[src/rtl/lbs_pkg.sv]
package lbs_pkg;

  // Strobe that times an access, active low.
  function automatic logic pick_strobe(input logic pair, input logic cs_n,
                                       input logic we_n, input logic oe_n);
    return pair ? (cs_n | (we_n & oe_n)) : cs_n;
  endfunction

  // Falling edge of an active-low strobe: access begins.
  function automatic logic lead_edge(input logic now, input logic prev);
    return !now && prev;
  endfunction

  // Rising edge of an active-low strobe: access ends.
  function automatic logic trail_edge(input logic now, input logic prev);
    return now && !prev;
  endfunction

  // Fixed-delay count has reached its limit.
  function automatic logic count_done(input int unsigned cnt, input int unsigned limit);
    return cnt >= limit;
  endfunction

endpackage

[src/rtl/lbs_sync.sv]
module lbs_sync #(
  parameter int STAGES = 2
) (
  input  logic clk,
  input  logic rst_n,
  input  logic d,
  output logic q
);
  logic [STAGES-1:0] sh;

  // Presets to the inactive (high) level so reset creates no edge.
  always_ff @(posedge clk or negedge rst_n) begin
    if (!rst_n) sh <= '1;
    else        sh <= {sh[STAGES-2:0], d};
  end

  assign q = sh[STAGES-1];

  AST_SYNC_FALL_FOLLOWS_INPUT: assert property (@(posedge clk) disable iff (!rst_n)
    $fell(q) |-> !$past(d, STAGES));
endmodule

[src/rtl/lbs_delay.sv]
module lbs_delay #(
  parameter int            W     = 1,
  parameter int            DEPTH = 1,
  parameter logic [W-1:0]  INIT  = '0
) (
  input  logic         clk,
  input  logic         rst_n,
  input  logic [W-1:0] d,
  output logic [W-1:0] q
);
  generate
    if (DEPTH == 1) begin : g_one
      logic [W-1:0] r;
      always_ff @(posedge clk or negedge rst_n) begin
        if (!rst_n) r <= INIT;
        else        r <= d;
      end
      assign q = r;
    end else begin : g_many
      logic [DEPTH-1:0][W-1:0] stg;
      always_ff @(posedge clk or negedge rst_n) begin
        if (!rst_n) stg <= {DEPTH{INIT}};
        else        stg <= {stg[DEPTH-2:0], d};
      end
      assign q = stg[DEPTH-1];
    end
  endgenerate
endmodule

[src/rtl/lbs_ctrl.sv]
module lbs_ctrl
  import lbs_pkg::*;
#(
  parameter int ADDR_W    = 24,
  parameter int DATA_W    = 32,
  parameter int DELAY_CNT = 10
) (
  input  logic              clk,
  input  logic              rst_n,
  input  logic              delay_mode,
  input  logic              strobe_s,
  input  logic              dir_we_n,
  input  logic [ADDR_W-1:0] addr_hold,
  input  logic [DATA_W-1:0] lag_data,
  output logic              reg_wr,
  output logic              reg_rd,
  output logic [ADDR_W-1:0] reg_addr,
  output logic [DATA_W-1:0] reg_wdata
);
  localparam int CNT_W = $clog2(DELAY_CNT + 1);

  logic             strobe_q;
  logic             active;
  logic             is_wr;
  logic [CNT_W-1:0] cnt;

  // Named events for the assertions.
  logic lead_evt, trail_evt, delay_hit;
  assign lead_evt  = lead_edge(strobe_s, strobe_q);
  assign trail_evt = trail_edge(strobe_s, strobe_q);
  assign delay_hit = count_done(int'(cnt), DELAY_CNT);

  always_ff @(posedge clk or negedge rst_n) begin
    if (!rst_n) begin
      strobe_q  <= 1'b1;
      active    <= 1'b0;
      is_wr     <= 1'b0;
      cnt       <= '0;
      reg_wr    <= 1'b0;
      reg_rd    <= 1'b0;
      reg_addr  <= '0;
      reg_wdata <= '0;
    end else begin
      strobe_q <= strobe_s;
      reg_wr   <= 1'b0;
      reg_rd   <= 1'b0;
      if (lead_evt) begin
        active <= 1'b1;
        is_wr  <= !dir_we_n;
        cnt    <= CNT_W'(1);
        if (dir_we_n) begin
          reg_rd   <= 1'b1;
          reg_addr <= addr_hold;
        end
      end else if (active) begin
        if (delay_mode) begin
          if (trail_evt) begin
            active <= 1'b0;               // released early: drop it
          end else if (delay_hit) begin
            active <= 1'b0;
            if (is_wr) begin
              reg_wr    <= 1'b1;
              reg_addr  <= addr_hold;
              reg_wdata <= lag_data;
            end
          end else begin
            cnt <= cnt + 1'b1;
          end
        end else if (trail_evt) begin
          active <= 1'b0;
          if (is_wr) begin
            reg_wr    <= 1'b1;
            reg_addr  <= addr_hold;
            reg_wdata <= lag_data;
          end
        end
      end
    end
  end

  AST_WR_SINGLE_PULSE: assert property (@(posedge clk) disable iff (!rst_n)
    reg_wr |=> !reg_wr);
  AST_WR_RD_EXCLUSIVE: assert property (@(posedge clk) disable iff (!rst_n)
    !(reg_wr && reg_rd));
  AST_DELAY_COUNT_BOUND: assert property (@(posedge clk) disable iff (!rst_n)
    int'(cnt) <= DELAY_CNT);
endmodule

[src/rtl/lbus_async_slave.sv]
module lbus_async_slave
  import lbs_pkg::*;
#(
  parameter int ADDR_W      = 24,
  parameter int DATA_W      = 32,
  parameter int SYNC_STAGES = 2,
  parameter int CAPTURE_LAG = 3,
  parameter int DELAY_CNT   = 10
) (
  input  logic              clk,
  input  logic              rst_n,
  input  logic              cfg_pair_strobes,
  input  logic              cfg_delay_mode,
  input  logic              lb_cs_n,
  input  logic              lb_ale,
  input  logic              lb_we_n,
  input  logic              lb_oe_n,
  input  logic [ADDR_W-1:0] lb_addr,
  input  logic [DATA_W-1:0] lb_data_in,
  output logic [DATA_W-1:0] lb_data_out,
  output logic              lb_data_oe,
  output logic              reg_wr,
  output logic              reg_rd,
  output logic [ADDR_W-1:0] reg_addr,
  output logic [DATA_W-1:0] reg_wdata,
  input  logic [DATA_W-1:0] reg_rdata
);
  localparam int DIR_DEPTH = SYNC_STAGES; // direction aged like the strobe

  logic              strobe_raw, strobe_s;
  logic              ale_q;
  logic [ADDR_W-1:0] addr_q, addr_hold;
  logic              dir_we_n;
  logic [DATA_W-1:0] lag_data;
  logic [DATA_W-1:0] rd_hold;

  assign strobe_raw = pick_strobe(cfg_pair_strobes, lb_cs_n, lb_we_n, lb_oe_n);

  lbs_sync #(.STAGES(SYNC_STAGES)) u_sync (
    .clk(clk), .rst_n(rst_n), .d(strobe_raw), .q(strobe_s));

  lbs_delay #(.W(ADDR_W + 1), .DEPTH(1), .INIT('0)) u_addr_dly (
    .clk(clk), .rst_n(rst_n), .d({lb_ale, lb_addr}), .q({ale_q, addr_q}));

  lbs_delay #(.W(1), .DEPTH(DIR_DEPTH), .INIT(1'b1)) u_dir_dly (
    .clk(clk), .rst_n(rst_n), .d(lb_we_n), .q(dir_we_n));

  lbs_delay #(.W(DATA_W), .DEPTH(CAPTURE_LAG), .INIT('0)) u_data_dly (
    .clk(clk), .rst_n(rst_n), .d(lb_data_in), .q(lag_data));

  // Address phase: keep the newest address seen with the latch enable high.
  always_ff @(posedge clk or negedge rst_n) begin
    if (!rst_n)     addr_hold <= '0;
    else if (ale_q) addr_hold <= addr_q;
  end

  lbs_ctrl #(.ADDR_W(ADDR_W), .DATA_W(DATA_W), .DELAY_CNT(DELAY_CNT)) u_ctrl (
    .clk(clk), .rst_n(rst_n), .delay_mode(cfg_delay_mode), .strobe_s(strobe_s),
    .dir_we_n(dir_we_n), .addr_hold(addr_hold), .lag_data(lag_data),
    .reg_wr(reg_wr), .reg_rd(reg_rd), .reg_addr(reg_addr), .reg_wdata(reg_wdata));

  // Read data returned in the request cycle, held for the bus.
  always_ff @(posedge clk or negedge rst_n) begin
    if (!rst_n)      rd_hold <= '0;
    else if (reg_rd) rd_hold <= reg_rdata;
  end

  assign lb_data_out = rd_hold;
  assign lb_data_oe  = !lb_oe_n && !lb_cs_n;

  AST_RD_AFTER_STROBE_FALL: assert property (@(posedge clk) disable iff (!rst_n)
    reg_rd |-> (!$past(strobe_s) && $past(strobe_s, 2)));
  AST_TRAIL_WR_AFTER_RISE: assert property (@(posedge clk) disable iff (!rst_n)
    (reg_wr && !$past(cfg_delay_mode)) |-> ($past(strobe_s) && !$past(strobe_s, 2)));
endmodule

[config.mk]
export PLATFORM = sky130hd
export DESIGN_NAME = lbus_async_slave
export DESIGN_NICKNAME = d
export VERILOG_FILES = /design/src/rtl/lbs_pkg.sv /design/src/rtl/lbs_sync.sv /design/src/rtl/lbs_delay.sv /design/src/rtl/lbs_ctrl.sv /design/src/rtl/lbus_async_slave.sv
export SDC_FILE = /design/constraint.sdc
export NUM_CORES = 1
export LEC_CHECK = 0
export BUFFER_PORTS_ARGS = -buffer_cell sky130_fd_sc_hd__buf_2
export CAP_MARGIN = 20
export CORE_MARGIN = 2
export CORE_UTILIZATION = 40
export DETAILED_ROUTE_END_ITERATION = 6
export GPL_TIMING_DRIVEN = 0
export SYNTH_ARGS = -nofsm -noshare
export SYNTH_HDL_FRONTEND = slang
export SYNTH_SLANG_ARGS = --single-unit
[constraint.sdc]
create_clock -name clk -period 5.01 [get_ports clk]
set_input_delay 0.2505 -clock clk [delete_from_list [all_inputs] [get_ports clk]]
set_output_delay 0.2505 -clock clk [all_outputs]
set_load 0.05 [all_outputs]
==> key figures, run 1 <==
Run status
  – Status: finished clean

Global route
  – Tot GR Track Use: 14.1%
  – Met1 Usage GRT: 17.0%
  – Initial antenna violation count: 0
  – Layer carrying the most global-route usage: met2
  – GRT overflow: 0
  – Global-route wire length before repair: 23,500 um
  – Vias in the first global route: 4,822
  – Grt met2 use: between 20% and 30%
  – Routing usage on met3: 3.41%
  – Largest net degree at the start of global routing: 131

Yosys
  – Flops & latches, synth: 246
  – Yosys top cell area share: between 70% and 80%
  – Sequential-to-total area share from yosys stat: 78.5%
  – Top cell type by total area after synthesis: dfrtp_1
  – Mean Syn Cell Area: 19.0 um2
  – Commonest register cell after synthesis: dfrtp_1
  – Main area contributors after synthesis: dfrtp_1 (77%), mux2_2 (13%), mux2_4 (3.8%)
  – Async SR Flop Fraction: 100%
  – Post-synth EDFFs: 0
  – Synthesized instance count: 414
  – Synthesized cell area: 7850 um2
  – Most frequent cell after synthesis: dfrtp_1
  – Distinct cells, synth: 34
  – Most frequent cells after synthesis: dfrtp_1 (241), mux2_2 (91), mux2_4 (20)
  – Syn_nets: 514
  – Yosys warns: 0

Critical path
  – Critical Path RT: 5400 ps
  – Worst reg2reg path startpoint: u_ctrl.strobe_q
  – Critical path type: register to register
  – Critical path launch point type: register
  – Reg2reg end: u_ctrl.reg_addr[20]
  – Critical path capture point type: register
  – Reg2Reg Depth: 9
  – Worst setup path start: u_ctrl.strobe_q
  – Arrival time at the worst endpoint: 2840 ps
  – R2R Setup Slk: 2560 ps
  – Critical path peak fanout: 10

Job
  – Max cap viols: 0

Place
  – DP Area: 9150 um2
  – Final GP Congestion: 0.730
  – Buffers on Ports: roughly 190
  – HPWL after DPL: around 9000 um

Hold path
  – WHS Endpoint: u_ctrl.reg_wr
  – Worst Hold Depth: 3
  – Worst Hold Class: input pin to register
  – Min-delay src: cfg_delay_mode

Finish
  – Utilization after layout: 56.6%
  – Final Cell Area: 10,900 um2
  – Final #Nets: 822
  – Share of cells above drive strength 1: about 48%
  – Area Overhead vs Synth: 39.4%
  – Antenna diode count: 0

Floorplanning
  – Row count: 51
  – I/O pins: roughly 190
  – Die width: 144 um
  – Die Ht: 144 um
  – Initial core utilization: 40.6%
  – Core ar.: between 15,000 and 20,000 um2
  – Die area: 20,800 um2

Power and ir drop
  – PD cells: approximately 530 nW/um2
  – Leakage power: 5.20 nW
  – Final Power: 5.82 mW
  – IR Drop Worst-Case VDD: 0.364 mV

Timing
  – Fin Hold WS: between 150 and 200 ps
  – RSZ-0062 raised after global routing: no
  – Final hold vios: 0
  – Final Critical Period: 2450 ps
  – Setup-failing EPs final: 0
  – Slew at the pin closest to its max-slew limit: between 800 and 900 ps
  – Fin crit share: 48.9%
  – Max frequency: 0.408 GHz
  – Final Slew Violations: 0
  – Final setup skew: 5.15 ps
  – Slew HR: 41.2%

Clock tree
  – CTS buffer count: 26
  – PostCTS Resize Cnt: 0
  – CTS tree: yes
  – Cts hold-fix bufs: 93
  – Clk pin slew, worst setup/hold paths: approximately 60 ps
  – H-tree depth reported by CTS: 1
  – CTS Sinks: 246
  – CTS root buf: clkbuf_16
  – Buffer count from post-CTS setup fixing: 0
  – Max clock buf depth: 3
  – Worst skew pair latency: 510 ps

Route
  – DRT iter0 DRCs: between 100 and 150
  – Vias: 4,448
  – Antenna-violating nets left: 0
  – Drt drc: 0
  – 1st-pass router iterations: 4
  – WL final: 14,700 um
  – Number of vias per cell: 4.43
  – Per-cell routed wire length: 14.6 um
[cell families (layout without fill, tap and decap cells)]
family	Yosys count	after routing	share of synthesized area (%)
and+or+nand+nor	21	21	1.51
xor gates and xnor gates	2	2	0.223
adders and majority gates	4	4	0.638
buffers and inverters	17	342	1.05
DFF	246	246	78.5
muxes	112	112	17.0
AOI/OAI and AO/OA	12	12	1.04
[area by class of cell]
class / count / area (um2)
clock inverter: 6 / 83.8
timing repair buffer: 280 / 1900
fill: 1566 / 8390
inverter: 4 / 15.0
clock buffer: 39 / 781
multi-input combinational: 151 / 1600
buffer: 13 / 67.6
tap: 265 / 332
sequential: 246 / 6160
[worst max path at each step]
stage	to	slack (ps)	cells past startpoint
detailed placement	u_ctrl.reg_addr[7]	2540	9
finish	u_ctrl.reg_addr[20]	2560	9
global placement	addr_hold[12]	-310	1
floorplan	u_ctrl.reg_addr[10]	2780	9
CTS	u_ctrl.reg_addr[7]	2520	9
global route	u_ctrl.reg_addr[7]	2410	9
[sequential cells by signal, indices dropped and copies added, names as in the netlist, 2 cells and up]
signal	count
addr_hold	24
u_ctrl.reg_wdata	32
u_sync.sh	2
lb_data_out	32
u_data_dly.g_many.stg	64
u_addr_dly.q	25
u_data_dly.q	32
u_ctrl.reg_addr	24
u_ctrl.cnt	4
[layout by cell type, fill, tap and decap left out, types with 5 or more instances in the layout]
| cell type | n |
|---|---|
| mux2_4 | 20 |
| mux2_2 | 91 |
| dlygate4sd3_1 | 93 |
| clkbuf_8 | 6 |
| clkbuf_16 | 27 |
| buf_2 | 188 |
| dfstp_2 | 5 |
| clkbuf_1 | 11 |
| dfrtp_1 | 241 |
[critical path, cell delays in order (launching register included)]
cell and delay, ps:
dfstp_2 540, nand2b_1 100, clkbuf_1 270, inv_1 110, ha_1 190, and4bb_2 300
a32oi_1 120, nand2_2 170, buf_6 210, mux2_4 320
[per-stage QoR]
step           instances  setup TNS [ps]  setup slack, ps
6_report            1004               0             2560
5_1_grt             1004               0             2410
4_1_cts             1004               0             2520
3_5_place_dp         866               0             2540
3_3_place_gp         865          -69260             -305
2_1_floorplan        414               0             2780
[power by group]
| part | leakage, nW | switching [mW] | internal, mW | total [mW] |
|---|---|---|---|---|
| Combinational | 1.86 | 1.04 | 0.448 | 1.49 |
| Sequential | 2.92 | 0.148 | 2.29 | 2.43 |
| Clock | 0.427 | 0.727 | 1.17 | 1.90 |
[layer usage]
| metal | vias up | wire [um] | part of all wire (%) |
|---|---|---|---|
| li1 | 2019 | - | - |
| met1 | 2283 | 5760 | 39 |
| met2 | 116 | 7840 | 53 |
| met3 | 30 | 669 | 4.6 |
| met4 | 0 | 384 | 2.6 |
| met5 | - | 0 | 0 |
Note: power is estimated with default switching activity, not from simulation.
==> run 2, diff against run 1 <==
- ABC_AREA: not set -> 1
- clock period: 5.01 -> 2.45 ns (I/O delays scaled with it)
==> run 2 against run 1 <==
Effect of this change: global-route usage up 1.2 points; via count up 16%; core utilization up 0.64 points; critical path type unchanged; flip-flop and latch count unchanged; die area up 1.7%; critical endpoint is now u_ctrl.reg_addr[19]; clock skew up 1.1 ps.
==> key figures, run 2 <==
Power and ir drop
  – Switching share of power: 33.8% (+0.88 points)
  – Logic pwr share: 25.7% (+0.2 points)
  – Sw power: 4.19 mW (+120%)
  – IR Drop Worst-Case VDD: 0.594 mV (+63%)
  – Leakage power: 5.59 nW (+7.4%)
  – PD cells: 1110 nW/um2 (+110%)
  – Power Internal: 8.22 mW (+110%)
  – Reg power frac: 40.6% (-1.2 points)
  – Clk pwr share: 33.8% (+1.2 points)

Global route
  – Global-route wire length before repair: 26,900 um (+14%)
  – Initial antenna violation count: 0 (unchanged)
  – Largest net degree at the start of global routing: 133 (+1.5%)
  – GRT overflow: 0 (unchanged)
  – Vias in the first global route: 5,608 (+16%)
  – Tot GR Track Use: 15.4% (+1.2 points)

Clock tree
  – H-tree depth reported by CTS: 1 (unchanged)
  – CTS root buf: clkbuf_16
  – CTS buffer count: 26 (unchanged)
  – CTS Sinks: 246 (unchanged)
  – CTS tree: yes
  – Worst skew pair latency: 510 ps (about the same)
  – Cts hold-fix bufs: 94 (+1.1%)
  – Buffer count from post-CTS setup fixing: 0 (unchanged)
  – PostCTS Resize Cnt: 0 (unchanged)
  – Max clock buf depth: 3 (unchanged)
  – Clk pin slew, worst setup/hold paths: 60 ps (about the same)

Yosys
  – Async SR Flop Fraction: 100% (unchanged)
  – Mean Syn Cell Area: 14.2 um2 (-25%)
  – Synthesized cell area: 7990 um2 (+1.8%)
  – Flops & latches, synth: 246 (unchanged)
  – Yosys warns: 0 (unchanged)
  – Sequential-to-total area share from yosys stat: 77.2% (-1.4 points)
  – Post-synth EDFFs: 0 (unchanged)
  – Syn_nets: 661 (+29%)
  – Main area contributors after synthesis: dfrtp_1 (76%), mux2_2 (7.6%), nand2_1 (6.0%)
  – Synthesized instance count: 561 (+36%)
  – Most frequent cell after synthesis: dfrtp_1
  – Most frequent cells after synthesis: dfrtp_1 (241), nand2_1 (127), nand3_1 (61)
  – Distinct cells, synth: 25 (-26%)
  – Top cell type by total area after synthesis: dfrtp_1
  – Yosys top cell area share: 75.5% (-1.3 points)
  – Commonest register cell after synthesis: dfrtp_1

Critical path
  – Arrival time at the worst endpoint: 2380 ps (-460 ps)
  – Critical path launch point type: register
  – Critical path capture point type: register
  – Critical path peak fanout: 10 (unchanged)
  – Critical Path RT: 2840 ps (-2560 ps)
  – Critical path type: register to register

Timing
  – Final setup skew: 6.21 ps (+1.06 ps)
  – Max frequency: 0.503 GHz (+23%)
  – Final Slew Violations: 0 (unchanged)
  – Slew at the pin closest to its max-slew limit: 825 ps (-57.3 ps)
  – RSZ-0062 raised after global routing: no
  – Final hold vios: 0 (unchanged)
  – Slew HR: 45.0% (+3.8 points)
  – Fin crit share: 81.2% (+32 points)
  – Final Critical Period: 1990 ps (-464 ps)
  – Setup-failing EPs final: 0 (unchanged)
  – TNS Setup: 0 ps (unchanged)

Route
  – Per-cell routed wire length: 13.9 um (-4.9%)
  – 1st-pass router iterations: 4 (unchanged)
  – Met3 WL: 784 um (+17%)
  – Vias: 5,167 (+16%)
  – Antenna-violating nets left: 0 (unchanged)
  – DRT iter0 DRCs: 181 (+74%)
  – Met2 wire len: 8070 um (+2.9%)
  – Met1 Routed Length: 6760 um (+17%)
  – Number of vias per cell: 4.48 (+1.1%)
  – Top Layer Used: met4
  – Drt drc: 0 (unchanged)
  – WL final: 16,000 um (+9.3%)

Floorplanning
  – Die Ht: 145 um (+0.85%)
  – Die width: 145 um (+0.85%)
  – Die area: 21,100 um2 (+1.7%)
  – Core ar.: 19,500 um2 (+0.99%)
  – Initial core utilization: 40.9% (+0.31 points)
  – I/O pins: 187 (unchanged)
  – Row count: 51 (unchanged)

Job
  – Max cap viols: 0 (unchanged)

Place
  – Placed cells: 1,013 (+17%)
  – Final GP Congestion: 0.753 (+3.2%)
  – HPWL after DPL: 10,100 um (+9.9%)
  – Buffers on Ports: 186 (unchanged)

Finish
  – Antenna diode count: 0 (unchanged)
  – Max reg flops: 64 (unchanged)
  – Largest Register: u_data_dly.g_many.stg
  – Most common cell after layout, fill and taps aside: dfrtp_1
  – Area Overhead vs Synth: 40.0%
  – Most frequent cells in the layout: dfrtp_1 (241), buf_2 (198), nand2_1 (127)
  – Final #Nets: 970 (+18%)
  – Finished Layout Cells: 1,154 (+15%)
  – Share of cells above drive strength 1: 36.3% (-11 points)

Hold path
  – Worst Hold Class: input pin to register

Run status
  – Status: finished clean
==> run 2: cell types whose count changed in the layout (fill, tap and decap cells not counted), sizes merged, moves of 2 or more <==
cell / before / now
and2: 2 / 0
and3: 2 / 0
buf: 195 / 204
bufinv: 2 / 5
clkbuf: 44 / 41
clkinv: 3 / 6
inv: 5 / 15
mux2: 112 / 56
nand2: 5 / 134
nand2b: 2 / 0
nand3: 2 / 62
nand4: 2 / 5
nor2: 3 / 9
==> run 2: layer usage <==
metal | global-route usage, % | up-vias
met2 | 26.8 | 142
met1 | 19.4 | 2547
li1 | - | 2444
met3 | 3.43 | 34
met5 | 0 | -
met4 | 4.41 | 0
==> run 2: final timing paths <==
| check | cells after the start | startpoint | endpoint | slack [ps] |
|---|---|---|---|---|
| setup reg to reg | 10 | u_ctrl.strobe_q | u_ctrl.reg_addr[19] | 460 |
| setup / recovery | 10 | u_ctrl.strobe_q | u_ctrl.reg_addr[19] | 460 |
| hold reg to reg | 0 | u_data_dly.g_many.stg[63] | u_data_dly.q[31] | 340 |
| hold / removal | 2 | lb_addr[11] | u_addr_dly.q[11] | 250 |
| max in group asynchronous | 3 | rst_n | addr_hold[8] | 1080 |
| min in group asynchronous | 2 | rst_n | u_data_dly.q[23] | 260 |
==> run 2: critical path: stages, from the launching register on <==
cell and delay, ps:
dfstp_2 550, inv_2 40, nand2_2 140, inv_1 80, ha_1 180, or2_2 280
nor2_2 150, nand2_4 110, buf_4 200, nand3_1 80, nand2_1 60
==> run 2: stage by stage <==
stage | hold WS (ps) | cell area, um2 | util (%) | power [mW] | worst slack [ps]
after floorplan | -173 | 7990 | - | 7.29 | 648
after global placement | 230 | 9250 | 47.4 | 8.09 | -2720
after detailed placement | 232 | 9290 | 47.6 | 8.18 | 460
after CTS | 222 | 11200 | 57.2 | 12.6 | 431
after global routing | 231 | 11200 | 57.2 | 13.0 | 304
final | 250 | 11200 | 57.2 | 12.4 | 462
==> run 2: cell families after synthesis <==
kind of cell / after synthesis / synth area share, %
AO/OA/AOI/OAI: 7 / 0.486
adder cells (fa/ha/maj): 4 / 0.627
buffers and inverters: 37 / 2.22
flip-flops: 246 / 77.2
multiplexers: 56 / 7.90
AND/OR/NAND/NOR: 211 / 11.6
==> run 2: cell type report <==
| cell class | count | area [um2] |
|---|---|---|
| Buffer | 22 | 121 |
| Clock buffer | 36 | 769 |
| Clock inverter | 11 | 180 |
| Fill cell | 1600 | 8350 |
| Inverter | 15 | 56.3 |
| Multi-Input combinational cell | 278 | 1650 |
| Sequential cell | 246 | 6160 |
| Tap cell | 265 | 332 |
| Timing Repair Buffer | 281 | 1910 |
==> run 2: power by group through the flow <==
stage / Combinational, mW / Clock, mW / Sequential (mW)
4_1_cts: 3.21 / 4.32 / 5.03
3_3_place_gp: 3.02 / 0 / 5.06
3_5_place_dp: 3.08 / 0 / 5.09
5_1_grt: 3.38 / 4.49 / 5.11
6_report: 3.18 / 4.19 / 5.03
2_1_floorplan: 0.615 / 0 / 6.68
==> run 3, diff against run 2 <==
- clock period: 2.45 -> 2 ns (I/O delays scaled with it)
==> run 3 against run 2 <==
Effect of this change: flip-flop and latch count is the same; critical path type unchanged; cell area grew 1.2%; count of clock-buffer cells in the layout unchanged; global-route usage about the same; sequential power up 22%; sequential share of layout area down 0.63 points; via count up 0.97%; non-clock buffer count rose by 8; clock skew fell by 0.64 ps; largest cell class unchanged; maximum frequency rose by 4.7%; register-to-register slack got worse by 360 ps.
==> key figures, run 3 (same netlist as run 2, synthesis figures left out) <==
Critical path
  – Worst path slowest cell: dfstp_2
  – Critical path peak fanout: 8 (-2)
  – R2R Setup Slk: 100 ps (-360 ps)
  – CP peak stage delay: 540 ps (about the same)
  – Critical path capture point type: register
  – CP Cell Sequence: inv_2 > nand2_4 > inv_2 > ha_1 > or2_2 > nor2_4 > nand2_4 > nand2_8 > clkbuf_16 > nand2_1 > nand2_1
  – Critical path type: register to register
  – Critical path launch point type: register
  – Critical Path RT: 2450 ps (-390 ps)
  – CP endpoint: u_ctrl.reg_addr[13]
  – Reg2reg end: u_ctrl.reg_addr[13]
  – Worst reg2reg path startpoint: u_ctrl.strobe_q
  – Arrival time at the worst endpoint: 2350 ps (-30 ps)
  – Worst setup path start: u_ctrl.strobe_q
  – Reg2Reg Depth: 11 (+1)

Global route
  – Global-route wire length before repair: 26,800 um (about the same)
  – GRT overflow: 0 (unchanged)
  – Initial antenna violation count: 0 (unchanged)
  – Tot GR Track Use: 15.4% (about the same)
  – Vias in the first global route: 5,605 (-0.053%)
  – Largest net degree at the start of global routing: 133 (unchanged)

Route
  – Drt drc: 0 (unchanged)
  – Per-cell routed wire length: 14.0 um (+0.85%)
  – 1st-pass router iterations: 6 (+2)
  – Antenna-violating nets left: 0 (unchanged)
  – DRT iter0 DRCs: 194 (+7.2%)
  – Number of vias per cell: 4.49 (+0.27%)
  – WL final: 16,300 um (+1.5%)
  – Vias: 5,217 (+0.97%)

Floorplanning
  – Row count: 51 (unchanged)
  – Die area: 21,100 um2 (unchanged)
  – Die Ht: 145 um (unchanged)
  – Die width: 145 um (unchanged)
  – I/O pins: 187 (unchanged)
  – Initial core utilization: 40.9% (unchanged)
  – Core ar.: 19,500 um2 (unchanged)

Timing
  – Final worst slack: 101 ps (-360 ps)
  – Slew at the pin closest to its max-slew limit: 818 ps (-6.53 ps)
  – Max frequency: 0.527 GHz (+4.7%)
  – TNS Setup: 0 ps (unchanged)
  – Final Critical Period: 1900 ps (-89.8 ps)
  – Slew HR: 45.4% (+0.44 points)
  – Setup-failing EPs final: 0 (unchanged)
  – Fin crit share: 94.9% (+14 points)
  – Final hold vios: 0 (unchanged)
  – Final setup skew: 5.58 ps (-0.637 ps)
  – Final Slew Violations: 0 (unchanged)

Finish
  – Finished Layout Cells: 1,162 (+0.69%)
  – Share of cells above drive strength 1: 37.0% (+0.68 points)
  – Most frequent cells in the layout: dfrtp_1 (241), buf_2 (198), nand2_1 (127)
  – Area Overhead vs Synth: 41.6%
  – Final Cell Area: 11,300 um2 (+1.2%)
  – Most common cell after layout, fill and taps aside: dfrtp_1
  – Max reg flops: 64 (unchanged)
  – Final #Nets: 978 (+0.82%)
  – Utilization after layout: 57.9% (+0.66 points)
  – Antenna diode count: 0 (unchanged)
  – Largest Register: u_data_dly.g_many.stg

Job
  – Max cap viols: 0 (unchanged)

Power and ir drop
  – Switching share of power: 33.8% (about the same)
  – PD cells: 1350 nW/um2 (+21%)
  – Sw power: 5.15 mW (+23%)
  – Power Internal: 10.1 mW (+23%)
  – Logic pwr share: 25.8% (about the same)
  – Clk pwr share: 33.7% (about the same)
  – IR Drop Worst-Case VDD: 0.747 mV (+26%)
  – Leakage power: 5.64 nW (+1.1%)
  – Reg power frac: 40.4% (-0.2 points)

Place
  – Placed cells: 1,013 (unchanged)
  – DP Area: 9290 um2 (unchanged)
  – HPWL after DPL: 10,100 um (unchanged)
  – Final GP Congestion: 0.753 (unchanged)
  – Buffers on Ports: 186 (unchanged)
  – Setup WS pre-CTS: 9.87 ps (-450 ps)

Clock tree
  – Worst skew pair latency: 510 ps (about the same)
  – CTS Sinks: 246 (unchanged)
  – H-tree depth reported by CTS: 1 (unchanged)
  – Clk pin slew, worst setup/hold paths: 60 ps (about the same)
  – CTS tree: yes
  – Max clock buf depth: 3 (unchanged)
  – CTS root buf: clkbuf_16
  – CTS buffer count: 26 (unchanged)

Hold path
  – Worst Hold Depth: 2 (unchanged)
  – Worst Hold Class: input pin to register

Run status
  – Status: finished clean
run 3: changes by cell type in the layout (fill, tap and decap cells not counted), sizes merged:
| cell | delta |
|---|---|
| buf | +6 |
| clkbuf | +2 |
run 3: through the flow:
stage	power, mW	hold WS (ps)
after global placement	9.91	208
after CTS	15.4	200
after floorplan	8.94	-196
after detailed placement	10.0	209
after global routing	16.0	208
final	15.2	226
run 3: worst min path at each step:
stage,from,endpoint,slack (ps)
after floorplan,rst_n,addr_hold[0],-200
after global placement,lb_addr[4],u_addr_dly.q[4],210
after detailed placement,rst_n,u_ctrl.reg_wdata[30],210
after CTS,lb_addr[11],u_addr_dly.q[11],200
after global routing,lb_addr[12],u_addr_dly.q[12],210
final,lb_addr[11],u_addr_dly.q[11],230
run 3: power groups by stage:
stage,combinational [mW],sequential [mW],clock (mW)
finish,3.94,6.16,5.14
global route,4.19,6.26,5.50
CTS,3.93,6.16,5.29
detailed placement,3.78,6.24,0
global placement,3.70,6.20,0
floorplan,0.754,8.18,0
run 3: routing by layer:
metal  part of all wire (%)  vias to the layer above  track usage (%)
li1                       -                     2459                -
met1                     42                     2586             19.4
met2                     51                      138             26.8
met3                    5.2                       34             3.43
met4                    2.3                        0             4.41
met5                      0                        -                0
run 3: final cells by class:
class / count / area [um2]
repair buffers: 289 / 2000
multi-input cells: 278 / 1670
fillers: 1585 / 8220
flip-flops and latches: 246 / 6160
plain buffers: 22 / 136
clock inverters: 11 / 180
clock buffers: 36 / 769
inverters: 15 / 56.3
well taps: 265 / 332
run 3: critical path: cells and delay by family (launching register included):
kind / cells / cell delay (ps)
fa+ha+maj: 1 / 180
simple gates: 7 / 870
flops: 1 / 540
buf+inv: 3 / 240
run 3: timing repair:
item / in CTS / in global routing
pin swaps: 0 / 3
setup buffers: 0 / 6
hold buffers: 94 / 0
gates cloned: 0 / 2
gates resized for setup: 1 / 7
endpoints found under the hold margin: 208 / 0
setup endpoints to repair: 11 / 20
